--- src/rtl/vdc_pkg.sv ---
package vdc_pkg;
  typedef enum logic [2:0] {
    OUT_NONE   = 3'd0,
    OUT_CHAIN  = 3'd1,
    OUT_SETUP  = 3'd2,
    OUT_STALL  = 3'd3,
    OUT_WAIT   = 3'd4,
    OUT_MASK   = 3'd5,
    OUT_FINISH = 3'd6
  } outcome_e;

  typedef struct packed {
    logic fire;
    logic stall;
  } irq_dec_t;
endpackage

--- src/rtl/vdc_fifo_sat.sv ---
module vdc_fifo_sat #(
  parameter int QWC_W      = 16,
  parameter bit LARGE_FIFO = 1'b1,
  parameter int CNT_W      = 5
) (
  input  logic [QWC_W-1:0] qwc_i,
  output logic [CNT_W-1:0] cnt_o
);
  generate
    if (LARGE_FIFO) begin : g_large
      localparam int DEPTH = 16;
      assign cnt_o = (qwc_i > QWC_W'(DEPTH)) ? CNT_W'(DEPTH) : CNT_W'(qwc_i);
    end else begin : g_small
      localparam int DEPTH = 8;
      assign cnt_o = (qwc_i > QWC_W'(DEPTH)) ? CNT_W'(DEPTH) : CNT_W'(qwc_i);
    end
  endgenerate
endmodule

--- src/rtl/vdc_irq_gate.sv ---
module vdc_irq_gate
  import vdc_pkg::*;
#(
  parameter int QWC_W   = 16,
  parameter int PEND_W  = 4,
  parameter int TAG_W   = 16,
  parameter int CMD_W   = 8,
  parameter int STALL_W = 3
) (
  input  logic [PEND_W-1:0]  pend_cnt_i,
  input  logic [TAG_W-1:0]   tag_size_i,
  input  logic [CMD_W-1:0]   cmd_i,
  input  logic [STALL_W-1:0] stall_bits_i,
  input  logic [QWC_W-1:0]   qwc_i,
  input  logic               done_i,
  output irq_dec_t           dec_o
);
  logic fire;
  assign fire        = (|pend_cnt_i) && (tag_size_i == '0) && (cmd_i == '0);
  assign dec_o.fire  = fire;
  // stall only when data still outstanding behind the interrupt
  assign dec_o.stall = fire && (|stall_bits_i) && ((|qwc_i) || !done_i);
endmodule

--- src/rtl/vdc_outcome.sv ---
module vdc_outcome
  import vdc_pkg::*;
(
  input  irq_dec_t dec_i,
  input  logic     unit_wait_i,
  input  logic     in_prog_i,
  input  logic     done_i,
  input  logic     dma_en_i,
  output outcome_e outcome_o,
  output logic     stat_upd_o
);
  always_comb begin
    if (dec_i.stall)      outcome_o = OUT_STALL;
    else if (unit_wait_i) outcome_o = OUT_WAIT;
    else if (in_prog_i)   outcome_o = OUT_CHAIN;
    else if (!done_i)     outcome_o = dma_en_i ? OUT_SETUP : OUT_MASK;
    else                  outcome_o = OUT_FINISH;
  end
  assign stat_upd_o = !dec_i.stall && !unit_wait_i;
endmodule

--- src/rtl/vdc_top.sv ---
module vdc_top
  import vdc_pkg::*;
#(
  parameter int QWC_W      = 16,
  parameter int PEND_W     = 4,
  parameter int TAG_W      = 16,
  parameter int CMD_W      = 8,
  parameter int STALL_W    = 3,
  parameter bit LARGE_FIFO = 1'b1,
  localparam int DEPTH     = LARGE_FIFO ? 16 : 8,
  localparam int CNT_W     = $clog2(DEPTH + 1)
) (
  input  logic               clk_i,
  input  logic               rst_ni,
  input  logic               eval_i,
  input  logic [QWC_W-1:0]   qwc_i,
  input  logic               done_i,
  input  logic [PEND_W-1:0]  pend_cnt_i,
  input  logic [TAG_W-1:0]   tag_size_i,
  input  logic [CMD_W-1:0]   cmd_i,
  input  logic [STALL_W-1:0] stall_bits_i,
  input  logic               dma_en_i,
  input  logic               unit_wait_i,
  input  logic               in_prog_i,
  output logic [CNT_W-1:0]   fifo_cnt_o,
  output logic               int_stat_o,
  output logic               cmd_wait_o,
  output logic [2:0]         outcome_o,
  output logic               vif_irq_o,
  output logic               chain_o,
  output logic               setup_o,
  output logic               str_clr_o,
  output logic               flags_clr_o,
  output logic               dma_irq_o
);
  logic             eval_q, trig;
  logic [CNT_W-1:0] cnt_next;
  irq_dec_t         dec;
  outcome_e         oc_next, oc_q;
  logic             stat_upd;

  assign trig = eval_i && !eval_q;

  vdc_fifo_sat #(.QWC_W(QWC_W), .LARGE_FIFO(LARGE_FIFO), .CNT_W(CNT_W)) u_sat (
    .qwc_i (qwc_i),
    .cnt_o (cnt_next)
  );

  vdc_irq_gate #(
    .QWC_W(QWC_W), .PEND_W(PEND_W), .TAG_W(TAG_W), .CMD_W(CMD_W), .STALL_W(STALL_W)
  ) u_gate (
    .pend_cnt_i   (pend_cnt_i),
    .tag_size_i   (tag_size_i),
    .cmd_i        (cmd_i),
    .stall_bits_i (stall_bits_i),
    .qwc_i        (qwc_i),
    .done_i       (done_i),
    .dec_o        (dec)
  );

  vdc_outcome u_oc (
    .dec_i       (dec),
    .unit_wait_i (unit_wait_i),
    .in_prog_i   (in_prog_i),
    .done_i      (done_i),
    .dma_en_i    (dma_en_i),
    .outcome_o   (oc_next),
    .stat_upd_o  (stat_upd)
  );

  always_ff @(posedge clk_i or negedge rst_ni) begin
    if (!rst_ni) begin
      eval_q      <= 1'b0;
      fifo_cnt_o  <= '0;
      int_stat_o  <= 1'b0;
      cmd_wait_o  <= 1'b0;
      oc_q        <= OUT_NONE;
      vif_irq_o   <= 1'b0;
      chain_o     <= 1'b0;
      setup_o     <= 1'b0;
      str_clr_o   <= 1'b0;
      flags_clr_o <= 1'b0;
      dma_irq_o   <= 1'b0;
    end else begin
      eval_q      <= eval_i;
      vif_irq_o   <= 1'b0;
      chain_o     <= 1'b0;
      setup_o     <= 1'b0;
      str_clr_o   <= 1'b0;
      flags_clr_o <= 1'b0;
      dma_irq_o   <= 1'b0;
      if (trig) begin
        fifo_cnt_o <= cnt_next;
        oc_q       <= oc_next;
        if (dec.fire) begin
          vif_irq_o  <= 1'b1;
          int_stat_o <= 1'b1;
        end
        if (stat_upd) begin
          if (cmd_i == '0)                     cmd_wait_o <= 1'b0;
          else if (done_i && (qwc_i == '0))    cmd_wait_o <= 1'b1;
        end
        chain_o     <= (oc_next == OUT_CHAIN);
        setup_o     <= (oc_next == OUT_SETUP);
        str_clr_o   <= (oc_next == OUT_FINISH);
        flags_clr_o <= (oc_next == OUT_FINISH);
        dma_irq_o   <= (oc_next == OUT_FINISH);
      end
    end
  end

  assign outcome_o = oc_q;

  a_r1_fifo_cap: assert property (@(posedge clk_i) disable iff (!rst_ni)
    fifo_cnt_o <= CNT_W'(DEPTH));
  a_r3_int_sticky: assert property (@(posedge clk_i) disable iff (!rst_ni)
    int_stat_o |=> int_stat_o);
  a_r3_irq_sets_int: assert property (@(posedge clk_i) disable iff (!rst_ni)
    vif_irq_o |-> int_stat_o);
  a_r4_stall_quiet: assert property (@(posedge clk_i) disable iff (!rst_ni)
    (vif_irq_o && outcome_o == 3'd3) |-> !(chain_o || setup_o || dma_irq_o));
  a_r7_chain_code: assert property (@(posedge clk_i) disable iff (!rst_ni)
    chain_o |-> outcome_o == 3'd1);
  a_r9_setup_code: assert property (@(posedge clk_i) disable iff (!rst_ni)
    setup_o |-> outcome_o == 3'd2);
  a_r10_finish_code: assert property (@(posedge clk_i) disable iff (!rst_ni)
    dma_irq_o |-> (outcome_o == 3'd6 && str_clr_o && flags_clr_o));
  a_r11_one_pulse: assert property (@(posedge clk_i) disable iff (!rst_ni)
    $countones({chain_o, setup_o, dma_irq_o}) > 0 |=> !(chain_o || setup_o || dma_irq_o));
  a_r11_hold_outcome: assert property (@(posedge clk_i) disable iff (!rst_ni)
    !trig |=> $stable(outcome_o));
endmodule

--- config.mk ---
export PLATFORM = sky130hd
export DESIGN_NAME = vdc_top
export DESIGN_NICKNAME = d
export VERILOG_FILES = /design/src/rtl/vdc_pkg.sv /design/src/rtl/vdc_fifo_sat.sv /design/src/rtl/vdc_irq_gate.sv /design/src/rtl/vdc_outcome.sv /design/src/rtl/vdc_top.sv
export SDC_FILE = /design/constraint.sdc
export NUM_CORES = 1
export LEC_CHECK = 0
export ABC_AREA = 1
export BUFFER_PORTS_ARGS = -buffer_cell sky130_fd_sc_hd__clkbuf_2
export CAP_MARGIN = 30
export CORE_MARGIN = 2
export CORE_UTILIZATION = 40
export DETAILED_ROUTE_END_ITERATION = 7
export MAX_ROUTING_LAYER = met4
export PLACE_DENSITY = 0.83
export SYNTH_ARGS = -nofsm -noshare
export SYNTH_HDL_FRONTEND = slang
export SYNTH_SLANG_ARGS = --single-unit
--- constraint.sdc ---
create_clock -name clk_i -period 2.5 [get_ports clk_i]
set_input_delay 0.25 -clock clk_i [delete_from_list [all_inputs] [get_ports clk_i]]
set_output_delay 0.25 -clock clk_i [all_outputs]
set_load 0.01 [all_outputs]
======== Word level (Yosys, flattened, before mapping) ========
Cells that the tools add are included.
storage, ports and cells
  register bits after elaboration ......... 15
  word-level logic and storage cells ...... 47
  bits of input ports ..................... 54
operators by class
  equal/unequal tests ..................... 3
  multiplexer cells ....................... 13
  order comparisons ....................... 1
  reduce and logical (&&, ||, !) cells .... 21
operators with widths
  cell                                                                   number
  16-bit logical NOT                                                     2
  16-bit by 5-bit > comparator with 1-bit output, second input constant  1
  16-bit OR reduction                                                    1
  3-bit two-way mux                                                      5
  8-bit logical NOT                                                      1
  1-bit logical AND                                                      7
  1-bit two-way mux                                                      7
  5-bit two-way mux                                                      1
  1-bit logical NOT                                                      4
  4-bit OR reduction                                                     1
  3-bit by 1-bit equality test with 1-bit output, second input constant  1
  3-bit by 2-bit equality test with 1-bit output, second input constant  1
  3-bit equality test, second input constant                             1
  3-bit AND reduction                                                    1
  3-bit OR reduction                                                     1
  2-bit AND reduction                                                    1
  2-bit nonzero test                                                     1
  1-bit logical OR                                                       1

======== Longest topological paths before layout ========
Gate-level depths: netlist of run 1.
  depth in word-level cells ............... 8
  mapped depth ............................ 10
  depth with buffers taken out ............ 10

======== By module ========
From an unflattened synthesis of run 1, not the netlist that was laid out.
second synthesis, totals
  cell total of the unflattened synthesis .. 176
  area total of the unflattened synthesis .. 1058.5 um^2
modules (own cells, without submodules)
  module        times used  sequential area each (um^2)  cells an instance  area each (um^2)
  vdc_top       1           375.4                        78                 648.1
  vdc_irq_gate  1           0.0                          59                 250.2
  vdc_fifo_sat  1           0.0                          25                 101.3
  vdc_outcome   1           0.0                          14                 58.8

======== Worst setup path after synthesis of run 1 ========
OpenSTA, ideal clock, no wires.
  kind .................................... register to register
  start point ............................. register eval_q
  end point ............................... register cmd_wait_o
  buffers on the path ..................... 0
  clock period less this slack ............ 1.128 ns
  required time ........................... 2.387 ns
  slack ................................... 1.372 ns
  stages on the path, launching flop included .. 8
  data arrival time ....................... 1.015 ns
  cells stage by stage .................... dfrtp_1 -> inv_1 -> nand2_1 -> or2_2 -> a21oi_2 -> nand3_1 -> nand2_1 -> inv_1
on the way
  cells in the longest elaborated chain, start to end .. 3
RTL lines
  what                           line            source
  start: declaration             vdc_top.sv:36   logic eval_q, trig;
  start signal: assignment       vdc_top.sv:85   eval_q <= eval_i;
  1-bit logical NOT              vdc_top.sv:42   assign trig = eval_i && !eval_q;
  1-bit logical AND              vdc_top.sv:42
  3-bit AND reduction (no line)  -
  end signal: assignment         vdc_top.sv:76   cmd_wait_o <= 1'b0;
  end signal: assignment         vdc_top.sv:100  if (cmd_i == '0) cmd_wait_o <= 1'b0;
  end signal: assignment         vdc_top.sv:101  else if (done_i && (qwc_i == '0)) cmd_wait_o <= 1'b1;
  end: declaration               vdc_top.sv:27   output logic cmd_wait_o,
No other way between the ends.
A chain may end at the register's enable or synchronous reset.

======== Worst setup path after layout of run 1 ========
Ends and elaborated chain as after synthesis.

==> results.json, run 1 <==
{
  "run_status": "complete, no violations",
  "hp-class": "in2reg",
  "die_x_microns": 49.95,
  "hold_violations": 0,
  "async_reset_ff_share_pct": 100.0,
  "yosys.area.top_type_share_pct": 44.44,
  "path_class": "reg2reg",
  "power_mw": 0.4808,
  "postCtsHoldBufs": 1,
  "clockBufferDepth": 2,
  "io_buffer_count": 69,
  "cts_buffers": 3,
  "io_pins": 70,
  "crit_required_ns": 2.68,
  "post-cts-setup-buffers": 0,
  "synth.area.top_cells": "dfrtp_1, nor2_1, nand2_1",
  "start_util_pct": 42.61,
  "via_per_inst": 4.458,
  "ff_latch_area_sq_um": 375.4,
  "clock_tree.root_cell": "clkbuf_4",
  "synth.yosys.warnings": 0,
  "totalWireLength_microns": 1937,
  "routedWlPerCell_microns": 9.051,
  "fin_worst_skew_ns": 0.006752,
  "antenna_left": 0,
  "fillers": 188,
  "cts_tree": "yes",
  "grt_pass1_wl_microns": 3305,
  "vias": 954,
  "place_ws_ns": 1.105,
  "setup_tns_ns": 0,
  "max_freq_mhz": 705.0,
  "drv_slew": 0,
  "holdWs_ns": 0.09019,
  "layout-drive-gt1-share_pct": 44.39,
  "syn_nets": 170,
  "syn-instance-count": 116,
  "ir_drop_mv": 0.2035,
  "overflow": 0,
  "worstPathArrival_ns": 1.60,
  "core_area_sq_um": 1982,
  "synth_xor_area_share_pct": 0,
  "setup_ws_ns": 1.082,
  "drv_cap": 0,
  "multi_input_area_sq_um": 405.4,
  "startpoint_type": "register",
  "rsz0062_at_grt": "no",
  "ctsHtreeMaxLevel": 1,
  "fin_area_sq_um": 1241,
  "cts_resized": 0,
  "clk_pin_slew_ns": 0.09,
  "place_congestion": 0.7773,
  "num_rows": 16,
  "slew_headroom_pct": 71.33,
  "crit_fanout": 12,
  "synth_edf_count": 0,
  "post_synth_and_or_nand_nor_area_fraction_pct": 40.30,
  "dp_hpwl_microns": 1716,
  "antenna_cells": 0,
  "p_per_area_nw_per_um2": 387.4,
  "worst_pin_slew_ns": 0.4255,
  "synth_top_family_by_area": "simple AND/OR/NAND/NOR gates",
  "track_usage_pct": 17.16,
  "syn_to_final_growth_pct": 46.96,
  "first_global_vias": 879,
  "die_area_sq_um": 2495,
  "clk_latency_ns": 0.28,
  "grt_max_degree": 16,
  "first_pass_iters": 4,
  "synth_ff_type": "dfrtp_1",
  "first_iter_violations": 11,
  "min_period_ns": 1.418,
  "synth.distinct_cells": 21,
  "power_leakage_nw": 0.6997,
  "synth_compound_area_share_pct": 7.704,
  "synth.most_common_cell": "nor2_1",
  "fin_crit_sh_pct": 56.74,
  "die_h_microns": 49.95,
  "cp-end-kind": "register",
  "drc": 0,
  "synth_area_leader_cell": "dfrtp_1",
  "layout.nets": 242,
  "syn-cell-area_sq_um": 844.6,
  "setup_viol_count_final": 0,
  "place_area_sq_um": 1205,
  "cts.sinks": 15,
  "ys_seq_area_share_pct": 44.44,
  "synthAdderAreaFrac_pct": 0,
  "synth_seq_cells": 15,
  "reg2reg_slack_ns": 1.08,
  "antenna_found_initial": 0,
  "syn_area_per_cell_sq_um": 7.281,
  "synthMuxAreaShare_pct": 0,
  "ys_top_cells_by_count": "nor2_1, nand2_1, dfrtp_1, inv_1, o21ai_0"
}
## logic make-up (layout without fill, tap and decap cells)
group                  Yosys count  in the layout
flip-flops                      15             15
buffers and inverters           15             86
AND/OR/NAND/NOR                 74             74
AO/OA/AOI/OAI                   12             12
## per-layer routing
metal / GRT usage (%) / vias to the layer above / share of wire, %
li1: - / 501 / -
met1: 20.00 / 391 / 39
met2: 29.33 / 57 / 48
met3: 3.636 / 5 / 11
met4: 5.556 / 0 / 1.4
met5: - / - / 0
## worst max-delay path, cell delays in order, from the launching register on
cell and delay, ns:
dfrtp_1 0.37, inv_1 0.05, nand2_1 0.20, or2_2 0.39, a21oi_2 0.13, nand3_1 0.07, nand2_1 0.07, inv_1 0.03
## area by class of cell
| type | instances | area share (%) |
|---|---|---|
| multi-input cells | 86 | 32.66 |
| well taps | 27 | 2.722 |
| inverters | 12 | 3.629 |
| flip-flops and latches | 15 | 30.24 |
| clock buffers | 4 | 2.117 |
| repair buffers | 70 | 28.63 |
## cells in the final DEF (no fill, tap or decap), drive strengths merged
cell,n
nor2,34
o21ai,7
a21oi,4
nand2,30
inv,12
nor3,1
or2,2
or3,1
nand4,1
a31oi,1
clkbuf,73
dlygate4sd3,1
dfrtp,15
nand3,5
## stage by stage
stage               std cells  util [%]
floorplan                 116         -
global placement          209     60.80
detailed placement        209     60.80
CTS                       214     62.63
global route              214     62.63
finish                    214     62.63
## final timing paths
kind,start,end,depth (start not counted)
max,eval_q,cmd_wait_o,7
min,eval_i,eval_q,1
max reg2reg,eval_q,cmd_wait_o,7
min reg2reg,int_stat_o,int_stat_o,1
max in group asynchronous,rst_ni,dma_irq_o,2
min in group asynchronous,rst_ni,chain_o,2
## power by group
group	total, mW	internal (mW)	switching, mW
clock	0.135	0.0619	0.0732
sequential	0.254	0.250	0.00392
combinational	0.0919	0.0474	0.0446
## flip-flops by register name, summed over array words and instances, names as in the netlist
signal	count
chain_o	1
cmd_wait_o	1
dma_irq_o	1
eval_q	1
fifo_cnt_o	5
int_stat_o	1
outcome_o	3
setup_o	1
vif_irq_o	1
No activity file was read; power rests on OpenSTA's default activity.
==> inputs of run 2 (changes only) <==
--- a/config.mk
+++ b/config.mk
@@ -5,14 +5,14 @@
 export SDC_FILE = /design/constraint.sdc
 export NUM_CORES = 1
 export LEC_CHECK = 0
-export ABC_AREA = 1
+export ABC_AREA = 0
 export BUFFER_PORTS_ARGS = -buffer_cell sky130_fd_sc_hd__clkbuf_2
 export CAP_MARGIN = 30
 export CORE_MARGIN = 2
-export CORE_UTILIZATION = 40
+export CORE_UTILIZATION = 37
 export DETAILED_ROUTE_END_ITERATION = 7
 export MAX_ROUTING_LAYER = met4
-export PLACE_DENSITY = 0.83
+export PLACE_DENSITY = 0.78
 export SYNTH_ARGS = -nofsm -noshare
 export SYNTH_HDL_FRONTEND = slang
 export SYNTH_SLANG_ARGS = --single-unit
==> constraint.sdc (replaced) <==
create_clock -name clk_i -period 1.4 [get_ports clk_i]
set_input_delay 0.14 -clock clk_i [delete_from_list [all_inputs] [get_ports clk_i]]
set_output_delay 0.14 -clock clk_i [all_outputs]
set_load 0.01 [all_outputs]
==> run 2 against run 1 <==
  * Final cell count shrank 20%
  * Die area grew 5.1%
  * Cell area grew 0.20%
  * Sequential share of layout area shrank 0.061 points
==> results.json, run 2 <==
{
  "run_status": "complete, no violations",
  "switchingPower_mw": 0.2552,
  "dp_cells": 165,
  "yosys.area.top_type_share_pct": 45.52,
  "ctsHtreeMaxLevel": 1,
  "setup_viol_count_final": 0,
  "crit_required_ns": 1.62,
  "largest_register_ffs": 5,
  "power_mw": 0.9070,
  "place_congestion": 0.7328,
  "multi_input_area_sq_um": 429.2,
  "syn_area_per_cell_sq_um": 11.78,
  "overflow": 0,
  "drv_cap": 0,
  "die_x_microns": 51.21,
  "p_clk_share_pct": 28.3,
  "startpoint_type": "primary input",
  "layout_commonest_cell": "clkbuf_2",
  "path_class": "in2reg",
  "synth_edf_count": 0,
  "fin_crit_sh_pct": 92.73,
  "layout_common_cells": "clkbuf_2, dfrtp_1, nor4_1",
  "syn_to_final_growth_pct": 50.83,
  "grt_pass1_wl_microns": 3381,
  "die_h_microns": 51.21,
  "worstPathArrival_ns": 1.52,
  "p_seq_share_pct": 50.9,
  "ys_seq_area_share_pct": 45.52,
  "layout-drive-gt1-share_pct": 61.54,
  "io_pins": 70,
  "first_global_vias": 797,
  "antenna_found_initial": 0,
  "antenna_cells": 0,
  "pwr-share-comb_pct": 20.8,
  "worst_pin_slew_ns": 0.3932,
  "use_met1_pct": 18.78,
  "hold_violations": 0,
  "die_area_sq_um": 2622,
  "setup_tns_ns": 0,
  "async_reset_ff_share_pct": 100.0,
  "ys_top_cells_by_count": "dfrtp_1, nor4_1",
  "min_period_ns": 1.298,
  "cp-end-kind": "register",
  "clock_tree.root_cell": "clkbuf_4",
  "cts.sinks": 15,
  "gr-max-usage-layer": "met2",
  "stdcell_count": 171,
  "p_sw_share_pct": 28.13,
  "clk_latency_ns": 0.30,
  "p_per_area_nw_per_um2": 729.3,
  "first_pass_iters": 4,
  "max_freq_mhz": 770.3,
  "drv_slew": 0,
  "clk_pin_slew_ns": 0.09,
  "core_area_sq_um": 2148,
  "drc": 0,
  "power_leakage_nw": 0.6282,
  "hp-class": "in2reg",
  "track_usage_pct": 18.42,
  "cts_tree": "yes",
  "synth_ff_type": "dfrtp_1",
  "routedWlPerCell_microns": 13.08,
  "slew_headroom_pct": 73.59,
  "post-cts-setup-buffers": 0,
  "place_ws_ns": -0.04522,
  "ir_drop_mv": 0.4489,
  "syn-cell-area_sq_um": 824.5,
  "fin_worst_skew_ns": 0.006220,
  "synth_seq_cells": 15,
  "first_iter_violations": 16,
  "grt_max_degree": 16,
  "totalWireLength_microns": 2237,
  "io_buffer_count": 69,
  "regMostFlops": "fifo_cnt_o",
  "synth.area.top_cells": "dfrtp_1, nor4_4, nor4_2",
  "synth.most_common_cell": "dfrtp_1",
  "rsz0062_at_grt": "no",
  "synth.distinct_cells": 30,
  "start_util_pct": 38.38,
  "synth.yosys.warnings": 0,
  "syn_nets": 124,
  "grtUsageMet2_pct": 32.90,
  "num_rows": 17,
  "vias": 879,
  "fillers": 191,
  "via_per_inst": 5.140,
  "syn-instance-count": 70,
  "layout.nets": 198,
  "antenna_left": 0,
  "synth_area_leader_cell": "dfrtp_1",
  "setup_ws_ns": 0.1018,
  "internal_power_mw": 0.6518,
  "cts_buffers": 3,
  "crit_fanout": 7,
  "ff_latch_area_sq_um": 375.4,
  "clockBufferDepth": 2,
  "met3_usage_pct": 6.725
}
-- run 2: cell families (layout without fill, tap and decap cells) --
| logic type | Yosys count | count (layout) | share of synthesized area [%] |
|---|---|---|---|
| simple gates | 35 | 35 | 35.66 |
| flops | 15 | 15 | 45.52 |
| compound gates | 16 | 16 | 16.09 |
| buf+inv | 4 | 77 | 2.730 |
-- run 2: cell type report --
type | count | area share [%]
clock inverter | 1 | 0.4024
inverter | 1 | 0.3018
multi-input combinational | 51 | 34.51
clock buffer | 3 | 1.811
sequential | 15 | 30.18
tap | 28 | 2.817
timing repair buffer | 72 | 29.98
-- run 2: through the flow --
stage          hold WS (ns)  util [%]  area (sq um)
3_3_place_gp        0.06059     55.56          1194
4_1_cts              0.1008     57.78          1241
6_report            0.09848     57.89          1244
5_1_grt             0.09541     57.89          1244
2_1_floorplan       -0.1556         -         824.5
3_5_place_dp        0.06572     55.56          1194
-- run 2: layer usage --
metal  vias to the layer above  routed length (microns)
met3                         2                      189
met5                         -                        0
met1                       410                      802
met2                        48                     1225
li1                        419                        -
met4                         0                       20
-- run 2: power by group through the flow --
stage	Sequential [mW]	Clock, mW	Combinational (mW)
after floorplan	0.476	0	0.0465
after global placement	0.468	0	0.179
after detailed placement	0.470	0	0.185
after CTS	0.461	0.260	0.190
after global routing	0.463	0.287	0.207
final	0.461	0.257	0.189
-- run 2: worst paths after layout --
kind,from,to,slack (ns),cells after the start
worst max register to register,eval_q,fifo_cnt_o[0],0.12,3
min in group asynchronous,rst_ni,int_stat_o,0.28,2
worst max-delay path,eval_i,cmd_wait_o,0.10,6
max in group asynchronous,rst_ni,fifo_cnt_o[4],0.85,2
worst min-delay path,unit_wait_i,chain_o,0.1,2
worst min register to register,int_stat_o,int_stat_o,0.47,1
-- run 2: repair_timing --
item                       in CTS  in global routing
gates resized for setup         0                  1
hold endpoints to repair       16                  0
setup endpoints to repair       0                  1
hold buffers                    2                  0
-- run 2: critical path: stages --
cell           delay, ns
dlygate4sd3_1       0.53
clkbuf_2            0.12
nand2b_1            0.27
nor2_1              0.09
and3_2              0.22
a21oi_1             0.14
==> inputs of run 3 (changes only) <==
--- a/config.mk
+++ b/config.mk
@@ -9,10 +9,11 @@
 export BUFFER_PORTS_ARGS = -buffer_cell sky130_fd_sc_hd__clkbuf_2
 export CAP_MARGIN = 30
 export CORE_MARGIN = 2
-export CORE_UTILIZATION = 37
+export CORE_UTILIZATION = 36
 export DETAILED_ROUTE_END_ITERATION = 7
 export MAX_ROUTING_LAYER = met4
-export PLACE_DENSITY = 0.78
+export PLACE_DENSITY = 0.76
+export RECOVER_POWER = 100
 export SYNTH_ARGS = -nofsm -noshare
 export SYNTH_HDL_FRONTEND = slang
 export SYNTH_SLANG_ARGS = --single-unit
==> run 3 against run 2 <==
  * Via count fell by 1.6%
  * Clock power fell by 6%
  * Power is 2.9% lower
  * Hold slack better by 0.029 ns
  * Cell area decreased by 3.2%
  * Flip-flop and latch count unchanged
  * Highest routed layer unchanged
==> results.json, run 3 (synthesis results as in run 2) <==
{
  "io_buffer_count": 69,
  "antenna_cells": 0,
  "setup_tns_ns": 0,
  "ir_drop_mv": 0.3799,
  "cts_resized": 0,
  "startpoint_type": "primary input",
  "cp-end-kind": "register",
  "layout-drive-gt1-share_pct": 47.55,
  "antenna_left": 0,
  "crit_required_ns": 1.61,
  "met3_usage_pct": 2.011,
  "clk_latency_ns": 0.27,
  "cts_buffers": 3,
  "cts.sinks": 15,
  "io_pins": 70,
  "totalWireLength_microns": 2146,
  "drv_cap": 0,
  "crit_fanout": 7,
  "setup_viol_count_final": 0,
  "min_period_ns": 1.298,
  "layout_commonest_cell": "clkbuf_2",
  "die_h_microns": 51.86,
  "slew_headroom_pct": 45.06,
  "hold_violations": 0,
  "fin_worst_skew_ns": 0.002048,
  "rsz0062_at_grt": "no",
  "hp-class": "in2reg",
  "syn_to_final_growth_pct": 45.98,
  "layout.nets": 198,
  "clk_pin_slew_ns": 0.09,
  "clock_tree.root_cell": "clkbuf_4",
  "path_class": "in2reg",
  "die_x_microns": 51.86,
  "largest_register_ffs": 5,
  "grt_pass1_wl_microns": 3339,
  "clockBufferDepth": 2,
  "first_iter_violations": 8,
  "via_per_inst": 5.058,
  "vias": 865,
  "first_pass_iters": 4,
  "min-delay-start": "unit_wait_i",
  "drc": 0,
  "layout_common_cells": "clkbuf_2, clkbuf_1, dfrtp_1",
  "grt_max_degree": 16,
  "fin_crit_sh_pct": 92.68,
  "grtUsageMet2_pct": 28.48,
  "max_freq_mhz": 770.7,
  "crit_path_start": "eval_i",
  "start_util_pct": 37.64,
  "antenna_found_initial": 0,
  "setup_ws_ns": 0.1024,
  "regMostFlops": "fifo_cnt_o",
  "overflow": 0,
  "cts_tree": "yes",
  "track_usage_pct": 17.04,
  "use_met1_pct": 20.29,
  "drv_slew": 0,
  "worst_pin_slew_ns": 0.8241,
  "place_ws_ns": -0.08153,
  "p_per_area_nw_per_um2": 731.4,
  "dp_hpwl_microns": 1876,
  "r2r-start": "eval_q",
  "power_leakage_nw": 0.5641,
  "place_congestion": 0.7785,
  "gr-max-usage-layer": "met2",
  "run_status": "complete, no violations",
  "ctsHtreeMaxLevel": 1,
  "num_rows": 17,
  "routedWlPerCell_microns": 12.55,
  "die_area_sq_um": 2689,
  "first_global_vias": 823,
  "core_area_sq_um": 2191,
  "worstPathArrival_ns": 1.51
}
run 3: cell count changes in the layout (fill, tap and decap cells not counted), sizes merged:
cell / delta
buf: -1
clkinv: -1
clkbuf: +2
run 3: report_power, final:
part           leakage, nW  switching (mW)  total [mW]  internal (mW)
logic                0.352          0.0909       0.179         0.0877
registers            0.197         0.00976       0.460          0.451
clock network       0.0150           0.131       0.241          0.110
run 3: what timing repair did:
action / CTS / global route
setup buffers: 0 / 0
hold buffers: 2 / 0
hold endpoints to repair: 16 / 0
run 3: critical path: stages:
cell and delay, ns:
dlygate4sd3_1 0.52, clkbuf_2 0.11, nand2b_1 0.18, nor3_2 0.36
a22o_1 0.19
run 3: path summary, 6_finish.rpt:
path | endpoint | slack (ns) | depth (start not counted)
max in group asynchronous | fifo_cnt_o[0] | 0.42 | 2
setup reg to reg | fifo_cnt_o[1] | 0.13 | 3
hold reg to reg | int_stat_o | 0.47 | 1
setup / recovery | fifo_cnt_o[1] | 0.10 | 5
min in group asynchronous | setup_o | 0.47 | 2
hold / removal | chain_o | 0.13 | 2
run 3: metrics by stage:
step | util, % | instances | total power, mW | hold slack, ns | area, sq um
CTS | 56.60 | 171 | 0.8979 | 0.1194 | 1240
global placement | 54.48 | 165 | 0.6455 | 0.06578 | 1194
global route | 54.94 | 171 | 0.9307 | 0.1292 | 1204
detailed placement | 54.48 | 165 | 0.6526 | 0.07602 | 1194
floorplan | - | 70 | 0.5226 | -0.1556 | 824.5
finish | 54.94 | 171 | 0.8803 | 0.1277 | 1204
run 3: layout make-up:
type                       instances  area (sq um)
multi-input combinational         51         415.4
fill                             224         987.2
sequential                        15         375.4
tap                               28         35.03
timing repair buffer              72         347.8
inverter                           1         3.754
clock buffer                       4         26.28
run 3: metal layers:
metal	wire length (microns)	vias to the layer above	share of wire, %
met4	36	0	1.7
met1	879	394	41
met2	1097	47	51
met3	133	4	6.2
met5	0	-	0
li1	-	420	-
